$ cat config.mk
export PLATFORM = sky130hd
export DESIGN_NAME = bfetch_gen
export DESIGN_NICKNAME = d
export VERILOG_FILES = /design/src/rtl/bfetch_pkg.sv /design/src/rtl/bfetch_bemask.sv /design/src/rtl/bfetch_fence.sv /design/src/rtl/bfetch_ctrl.sv /design/src/rtl/bfetch_gen.sv
export SDC_FILE = /design/constraint.sdc
export NUM_CORES = 1
export LEC_CHECK = 0
export BUFFER_PORTS_ARGS = -buffer_cell sky130_fd_sc_hd__clkbuf_2
export CAP_MARGIN = 30
export CORE_MARGIN = 10
export CORE_UTILIZATION = 50
export CTS_CLUSTER_DIAMETER = 40
export CTS_CLUSTER_SIZE = 28
export DETAILED_ROUTE_END_ITERATION = 6
export PLACE_DENSITY = 0.72
export SLEW_MARGIN = 5
export SYNTH_ARGS = -nofsm -noshare
export SYNTH_HDL_FRONTEND = slang
export SYNTH_SLANG_ARGS = --single-unit
$ cat constraint.sdc
create_clock -name clk -period 6.7 [get_ports clk]
set_input_delay 1.34 -clock clk [delete_from_list [all_inputs] [get_ports clk]]
set_output_delay 1.34 -clock clk [all_outputs]
set_load 0.005 [all_outputs]
$ cat src/rtl/bfetch_pkg.sv
package bfetch_pkg;

    localparam int unsigned DEF_ADDR_W     = 64;
    localparam int unsigned DEF_OFFS_W     = 29;
    localparam int unsigned DEF_LEN_W      = 28;
    localparam int unsigned DEF_LINE_BYTES = 64;
    localparam int unsigned DEF_PAGE_BYTES = 4096;

    typedef enum logic {
        FS_IDLE = 1'b0,
        FS_RUN  = 1'b1
    } fstate_e;

endpackage

$ cat src/rtl/bfetch_bemask.sv
module bfetch_bemask #(
    parameter int unsigned LINE_BYTES = bfetch_pkg::DEF_LINE_BYTES,
    localparam int unsigned LINE_SHIFT = $clog2(LINE_BYTES)
) (
    input  logic                  first_i,
    input  logic                  last_i,
    input  logic [LINE_SHIFT-1:0] head_i,
    input  logic [LINE_SHIFT-1:0] tail_i,
    output logic [LINE_BYTES-1:0] be_o
);

    for (genvar b = 0; b < LINE_BYTES; b++) begin : g_byte
        assign be_o[b] = (!first_i || (LINE_SHIFT'(b) >= head_i)) &&
                         (!last_i  || (LINE_SHIFT'(b) <= tail_i));
    end

endmodule

$ cat src/rtl/bfetch_fence.sv
module bfetch_fence #(
    parameter int unsigned ADDR_W = bfetch_pkg::DEF_ADDR_W
) (
    input  logic [ADDR_W-1:0] line_addr_i,
    input  logic [ADDR_W-1:0] fence_i,
    output logic              blocked_o
);

    logic fence_on;

    assign fence_on  = (fence_i != '0);
    assign blocked_o = fence_on && (line_addr_i >= fence_i);

endmodule

$ cat src/rtl/bfetch_ctrl.sv
module bfetch_ctrl
    import bfetch_pkg::*;
#(
    parameter int unsigned ADDR_W     = DEF_ADDR_W,
    parameter int unsigned OFFS_W     = DEF_OFFS_W,
    parameter int unsigned LEN_W      = DEF_LEN_W,
    parameter int unsigned LINE_SHIFT = 6,
    parameter int unsigned PAGE_SHIFT = 12,
    localparam int unsigned LINE_W    = ADDR_W - LINE_SHIFT
) (
    input  logic                  clk,
    input  logic                  rst,
    input  logic                  start_i,
    input  logic [ADDR_W-1:0]     base_i,
    input  logic [OFFS_W-1:0]     offset_i,
    input  logic [LEN_W-1:0]      length_i,
    input  logic [ADDR_W-1:0]     bound_i,
    input  logic                  req_ready_i,
    input  logic                  blocked_i,
    output logic                  req_valid_o,
    output logic [LINE_W-1:0]     line_o,
    output logic                  first_o,
    output logic                  last_o,
    output logic [LINE_SHIFT-1:0] head_o,
    output logic [LINE_SHIFT-1:0] tail_o,
    output logic [ADDR_W-1:0]     fence_o,
    output logic                  done_o,
    output logic                  bound_hit_o
);

    localparam logic [ADDR_W-1:0] PAGE_MASK = ~((ADDR_W'(1) << PAGE_SHIFT) - ADDR_W'(1));

    typedef struct packed {
        logic [LINE_W-1:0]     cur;
        logic [LINE_W-1:0]     last;
        logic [LINE_SHIFT-1:0] head;
        logic [LINE_SHIFT-1:0] tail;
        logic [ADDR_W-1:0]     fence;
        logic                  first;
    } job_t;

    fstate_e          state_q;
    job_t             job_q;
    job_t             cap;
    logic             done_q;
    logic             hit_q;
    logic [ADDR_W-1:0] s_addr;
    logic [ADDR_W-1:0] e_addr;
    logic             at_last;
    logic             zero_len;

    always_comb begin
        s_addr    = (base_i & PAGE_MASK) + ADDR_W'(offset_i);
        e_addr    = s_addr + ADDR_W'(length_i) - ADDR_W'(1);
        cap.cur   = s_addr[ADDR_W-1:LINE_SHIFT];
        cap.last  = e_addr[ADDR_W-1:LINE_SHIFT];
        cap.head  = s_addr[LINE_SHIFT-1:0];
        cap.tail  = e_addr[LINE_SHIFT-1:0];
        cap.fence = bound_i & PAGE_MASK;
        cap.first = 1'b1;
        zero_len  = (length_i == '0);
    end

    assign at_last = (job_q.cur == job_q.last);

    always_ff @(posedge clk) begin
        if (rst) begin
            state_q <= FS_IDLE;
            job_q   <= '0;
            done_q  <= 1'b0;
            hit_q   <= 1'b0;
        end else begin
            unique case (state_q)
                FS_IDLE: begin
                    if (start_i) begin
                        job_q   <= cap;
                        hit_q   <= 1'b0;
                        done_q  <= zero_len;
                        state_q <= zero_len ? FS_IDLE : FS_RUN;
                    end
                end
                FS_RUN: begin
                    if (blocked_i) begin
                        state_q <= FS_IDLE;
                        done_q  <= 1'b1;
                        hit_q   <= 1'b1;
                    end else if (req_ready_i) begin
                        if (at_last) begin
                            state_q <= FS_IDLE;
                            done_q  <= 1'b1;
                        end else begin
                            job_q.cur   <= job_q.cur + LINE_W'(1);
                            job_q.first <= 1'b0;
                        end
                    end
                end
                default: state_q <= FS_IDLE;
            endcase
        end
    end

    assign req_valid_o = (state_q == FS_RUN) && !blocked_i;
    assign line_o      = job_q.cur;
    assign first_o     = job_q.first;
    assign last_o      = at_last;
    assign head_o      = job_q.head;
    assign tail_o      = job_q.tail;
    assign fence_o     = job_q.fence;
    assign done_o      = done_q;
    assign bound_hit_o = hit_q;

    // a stalled request keeps its line
    a_r4_hold_req: assert property (@(posedge clk) disable iff (rst)
        (req_valid_o && !req_ready_i) |=> (req_valid_o && $stable(line_o)));

    // accepted non-final request moves to the next line
    a_r2_line_step: assert property (@(posedge clk) disable iff (rst)
        (req_valid_o && req_ready_i && !last_o) |=> (line_o == $past(line_o) + LINE_W'(1)));

    // zero length finishes at the accepting edge
    a_r5_zero_len: assert property (@(posedge clk) disable iff (rst)
        (start_i && state_q == FS_IDLE && length_i == '0) |=> (done_o && !req_valid_o));

    // flags clear only through a start
    a_r8_done_clear: assert property (@(posedge clk) disable iff (rst)
        $fell(done_o) |-> $past(start_i));

    a_r8_hit_has_done: assert property (@(posedge clk) disable iff (rst)
        bound_hit_o |-> done_o);

endmodule

$ cat src/rtl/bfetch_gen.sv
module bfetch_gen
    import bfetch_pkg::*;
#(
    parameter int unsigned ADDR_W     = DEF_ADDR_W,
    parameter int unsigned OFFS_W     = DEF_OFFS_W,
    parameter int unsigned LEN_W      = DEF_LEN_W,
    parameter int unsigned LINE_BYTES = DEF_LINE_BYTES,
    parameter int unsigned PAGE_BYTES = DEF_PAGE_BYTES
) (
    input  logic                  clk,
    input  logic                  rst,
    input  logic                  start_i,
    input  logic [ADDR_W-1:0]     base_i,
    input  logic [OFFS_W-1:0]     offset_i,
    input  logic [LEN_W-1:0]      length_i,
    input  logic [ADDR_W-1:0]     bound_i,
    output logic                  req_valid_o,
    input  logic                  req_ready_i,
    output logic [ADDR_W-1:0]     req_addr_o,
    output logic [LINE_BYTES-1:0] req_be_o,
    output logic                  done_o,
    output logic                  bound_hit_o
);

    localparam int unsigned LINE_SHIFT = $clog2(LINE_BYTES);
    localparam int unsigned PAGE_SHIFT = $clog2(PAGE_BYTES);
    localparam int unsigned LINE_W     = ADDR_W - LINE_SHIFT;

    logic [LINE_W-1:0]     line;
    logic                  first;
    logic                  last;
    logic [LINE_SHIFT-1:0] head;
    logic [LINE_SHIFT-1:0] tail;
    logic [ADDR_W-1:0]     fence;
    logic                  blocked;

    bfetch_ctrl #(
        .ADDR_W    (ADDR_W),
        .OFFS_W    (OFFS_W),
        .LEN_W     (LEN_W),
        .LINE_SHIFT(LINE_SHIFT),
        .PAGE_SHIFT(PAGE_SHIFT)
    ) u_ctrl (
        .clk        (clk),
        .rst        (rst),
        .start_i    (start_i),
        .base_i     (base_i),
        .offset_i   (offset_i),
        .length_i   (length_i),
        .bound_i    (bound_i),
        .req_ready_i(req_ready_i),
        .blocked_i  (blocked),
        .req_valid_o(req_valid_o),
        .line_o     (line),
        .first_o    (first),
        .last_o     (last),
        .head_o     (head),
        .tail_o     (tail),
        .fence_o    (fence),
        .done_o     (done_o),
        .bound_hit_o(bound_hit_o)
    );

    assign req_addr_o = {line, {LINE_SHIFT{1'b0}}};

    bfetch_fence #(
        .ADDR_W(ADDR_W)
    ) u_fence (
        .line_addr_i(req_addr_o),
        .fence_i    (fence),
        .blocked_o  (blocked)
    );

    bfetch_bemask #(
        .LINE_BYTES(LINE_BYTES)
    ) u_bemask (
        .first_i(first),
        .last_i (last),
        .head_i (head),
        .tail_i (tail),
        .be_o   (req_be_o)
    );

    // every issued line carries at least one enabled byte
    a_r3_be_nonzero: assert property (@(posedge clk) disable iff (rst)
        req_valid_o |-> (req_be_o != '0));

    // a finished job presents no request
    a_r6_quiet_after_done: assert property (@(posedge clk) disable iff (rst)
        done_o |-> !req_valid_o);

endmodule

==> summary.txt <==
Hold path
  – Hold path start: u_ctrl.tail_o[3]
  – Hold crit path type: flip-flop to flip-flop
  – Worst hold stages: 2

Timing
  – Max-slew violation count: 0
  – Final Hold Fails: 0
  – Setup TNS: 0 ns
  – Fin crit share: 0.9514
  – Final setup margin: 0.3259 ns
  – Worst slew margin: 0.3647
  – Worst slew pin tran: 0.9529 ns
  – RSZ-0062 raised after global routing: false
  – Worst Skew: roughly 0.02 ns
  – Final Setup Violations: 0
  – Final period demand of the worst path: between 6 and 7 ns
  – Fmax: 0.1569 GHz
  – Hold slack: roughly 0.47 ns

Worst setup path
  – RR Startpoint: u_ctrl.line_o[41]
  – R2r endpoint: u_ctrl.line_o[10]
  – Worst Path Arrival: approximately 6.7 ns
  – Critical Path Fanout Max: 4
  – CP max stage cell: fa_1
  – Critical path launch point type: primary input
  – Critical Path End Type: flip-flop
  – Slowest stage delay, CP: roughly 0.37 ns
  – CP endpoint: u_ctrl.job_q[131]
  – Cells on worst reg2reg path: 13
  – CP Depth: 29
  – Worst path most repeated cell: buf_4
  – Req. time, crit path: 7.05 ns
  – CP Buf/Inv Count: 8
  – Critical path's top delay family: compound AO/OA/AOI/OAI gates
  – CP Launch Point: base_i[12]
  – Worst setup path class: primary input to flip-flop
  – Flop2flop setup slack: roughly 2.6 ns

Floorplanning
  – CORE AREA: about 0.035 mm²
  – Die Area: roughly 0.044 mm²
  – Horiz. Die Dim: 209.1 µm
  – Die H: between 200 and 250 µm
  – Initial Utilization: 0.5049
  – Cell row count: approximately 70
  – Number of top-level pins: 320

Synthesis
  – Synth Area in Adders: 0.1121
  – Synth Area in XOR/XNOR: 0.08029
  – Mapped Cells: approximately 2600
  – Unique masters post-synth: 90
  – Post-synthesis sequential area ratio: 0.2061
  – Compound-Gate Fraction of Synth Area: 0.2523
  – Number of synthesized flops with an enable pin: 0
  – Simple-gate share of the synthesized area: 0.2433
  – Seq cells post-synth: 184
  – FFs w/ async S/R, synth: 0
  – Top FF cell, synth: dfxtp_1
  – Synth warnings: 0
  – Syn avg cell area: roughly 7 µm²
  – Synth Cell Area: roughly 0.018 mm²
  – Largest family of logic cells by synthesized area: compound AO/OA/AOI/OAI gates
  – Mux cell area share after synthesis: 0.003990

Finish
  – # diodes: 0
  – Final #Nets: 3164
  – Final non-filler cell total: about 3300
  – Post-Route Utilization: 0.5824
  – Layout cells sized above 1: 0.1761
  – Post-synthesis to final-layout area growth: 15.34%
  – Filler cell count: 3448

Status
  – Status: finished clean

Pwr
  – PwrDens: approximately 230 mW/mm²
  – Lkg Pwr: ~0.0095 µW
  – Max VDD drop: about 0.22 mV

Global route
  – Initial antenna violation count: 0
  – Global route overflow: 0
  – Vias in the first global route: 19411
  – Largest net degree at the start of global routing: roughly 90
  – First-pass GRT wire length: about 110000 µm
  – All-Layer GR Usage: 0.2982

Detailed routing
  – DR pass1 iterations: 7
  – Via-to-Cell Ratio: roughly 6
  – WL final: roughly 69000 µm
  – DRC: 0
  – DRT antenna net count: 0
  – Routed vias: around 20000
  – Initial detailed-routing violation count: between 2000 and 2500
  – Drt wl/cell: 20.83 µm

Clock tree
  – Worst-skew pair later-pin latency: between 0.4 and 0.5 ns
  – # H-tree levels: 4
  – TritonCTS Buffers: 17
  – Post-CTS setup buffers: 0
  – CTS Buffer Depth: 2
  – Root Driver: clkbuf_16
  – CTS sink count: about 180
  – Clk pin slew, worst setup/hold paths: 0.08 ns
  – CTS tree: yes

Flow run
  – MaxCap Viol Count: 0

Placed design
  – GPL Wtd Cong: 0.9952
  – Placed insts: between 3000 and 4000
  – Port Buffers: roughly 290
  – DP Worst Slack: -0.3261 ns
  – Post-DP HPWL: 54690 µm
-- routing by layer --
layer  track usage  wire [µm]
met4        0.1342       3216
met1        0.3523      27190
met5             0          0
met3       0.05294       4999
met2        0.5160      33110
-- per-stage QoR --
| stage | total power, µW | cell area, µm² |
|---|---|---|
| floorplan | 2777 | 17890 |
| global placement | 3548 | 19990 |
| detailed placement | 3576 | 20000 |
| CTS | 4617 | 20590 |
| global route | 4921 | 20610 |
| finish | 4655 | 20610 |
-- tightest hold or removal path, stage by stage, from the launching register on --
cell and delay, ns:
dfxtp_1 0.32, nand2_1 0.06, a21oi_1 0.05
-- how the worst min path moves through the flow --
stage                         to  slack, ns
3_5_place_dp    u_ctrl.tail_o[3]       0.46
6_report        u_ctrl.tail_o[3]       0.47
4_1_cts         u_ctrl.tail_o[3]       0.47
5_1_grt        u_ctrl.job_q[108]       0.48
2_1_floorplan  u_ctrl.job_q[125]       0.44
3_3_place_gp    u_ctrl.tail_o[3]       0.44
-- synth_stat cells, types with 7 or more instances --
library cell  number  area (µm²)
o21ai_1           21       105.1
a221oi_1          18       157.7
ha_1             157        1964
a21boi_0           8       60.06
nor4_1            48       300.3
a21oi_1          289        1446
nand3_1           80       400.4
and4_1            10       87.58
o21ai_0          110       550.5
nand4_1           46       287.8
xor2_1            77       674.4
a211oi_1          26       195.2
nand2b_1          27       168.9
a31oi_1           23       143.9
clkbuf_1         122       457.9
and3_1            30       187.7
a21o_1            72       540.5
inv_1            219       822.0
o31ai_1            8       60.06
o21bai_1          16       120.1
o21a_1            12       90.09
o22ai_1            9       56.30
buf_4             64       480.5
o211ai_1          11       82.58
nand2_1          389        1460
nor2b_1           25       156.4
buf_1              7       26.28
a22oi_1           25       187.7
and2_1            21       131.4
or3_1             16       100.1
nor2_1           126       473.0
dfxtp_1          184        3684
xnor2_1           85       744.5
nor3_1            50       250.2
-- layout by cell type, fill, tap and decap left out, drive strengths merged, types with 7 or more instances in the layout --
| cell type | instances |
|---|---|
| nor3 | 53 |
| a21oi | 289 |
| ha | 157 |
| nand3 | 80 |
| nor2 | 126 |
| clkbuf | 306 |
| buf | 140 |
| and4 | 10 |
| dfxtp | 184 |
| a2111oi | 7 |
| nor4 | 48 |
| o21bai | 16 |
| nand2b | 27 |
| o21ai | 131 |
| a211oi | 26 |
| nor2b | 25 |
| and2 | 23 |
| a22oi | 25 |
| a21o | 72 |
| a31oi | 23 |
| and3 | 30 |
| a221oi | 19 |
| xnor2 | 85 |
| or2 | 7 |
| a311oi | 7 |
| nand4 | 47 |
| o21a | 12 |
| nand2 | 390 |
| o211ai | 13 |
| a21boi | 8 |
| o22ai | 9 |
| inv | 228 |
| o31ai | 9 |
| xor2 | 78 |
| or3 | 17 |
-- cell type report --
| type | instances | area, µm² | share of cell area |
|---|---|---|---|
| inverters | 221 | 832.0 | 0.04036 |
| clock inverters | 13 | 153.9 | 0.007465 |
| repair buffers | 428 | 2492 | 0.1209 |
| well taps | 461 | 576.8 | 0.02798 |
| clock buffers | 18 | 439.2 | 0.02130 |
| flip-flops and latches | 184 | 3684 | 0.1787 |
| multi-input cells | 1964 | 12440 | 0.6033 |
-- flip-flops by register name, indices dropped and copies added, names as in the netlist --
signal and flops:
u_ctrl.first_o 1, u_ctrl.done_o 1, u_ctrl.line_o 58, u_ctrl.bound_hit_o 1, u_ctrl.head_o 6, u_ctrl.state_q 1, u_ctrl.tail_o 6, u_ctrl.job_q 58
u_ctrl.fence_o 52
-- cells by family (layout without fill, tap and decap cells) --
logic type | after synthesis | in the layout
AND/OR/NAND/NOR | 908 | 908
AO/OA/AOI/OAI | 721 | 721
buffers and inverters | 417 | 680
flip-flops | 184 | 184
XOR/XNOR | 163 | 163
adder cells (fa/ha/maj) | 159 | 159
multiplexers | 7 | 7
other | 1 | 6
-- power breakdown --
part | switching (µW) | internal, µW | total [µW] | leakage, µW
Clock | 506 | 540 | 1050 | 0.000287
Combinational | 1270 | 896 | 2170 | 0.00765
Sequential | 218 | 1220 | 1440 | 0.00151
-- what timing repair did --
item	CTS	global route
hold buffers	0	0
resized for setup	0	4
setup endpoints to repair	0	6
Power figures use the tool's default switching activity.
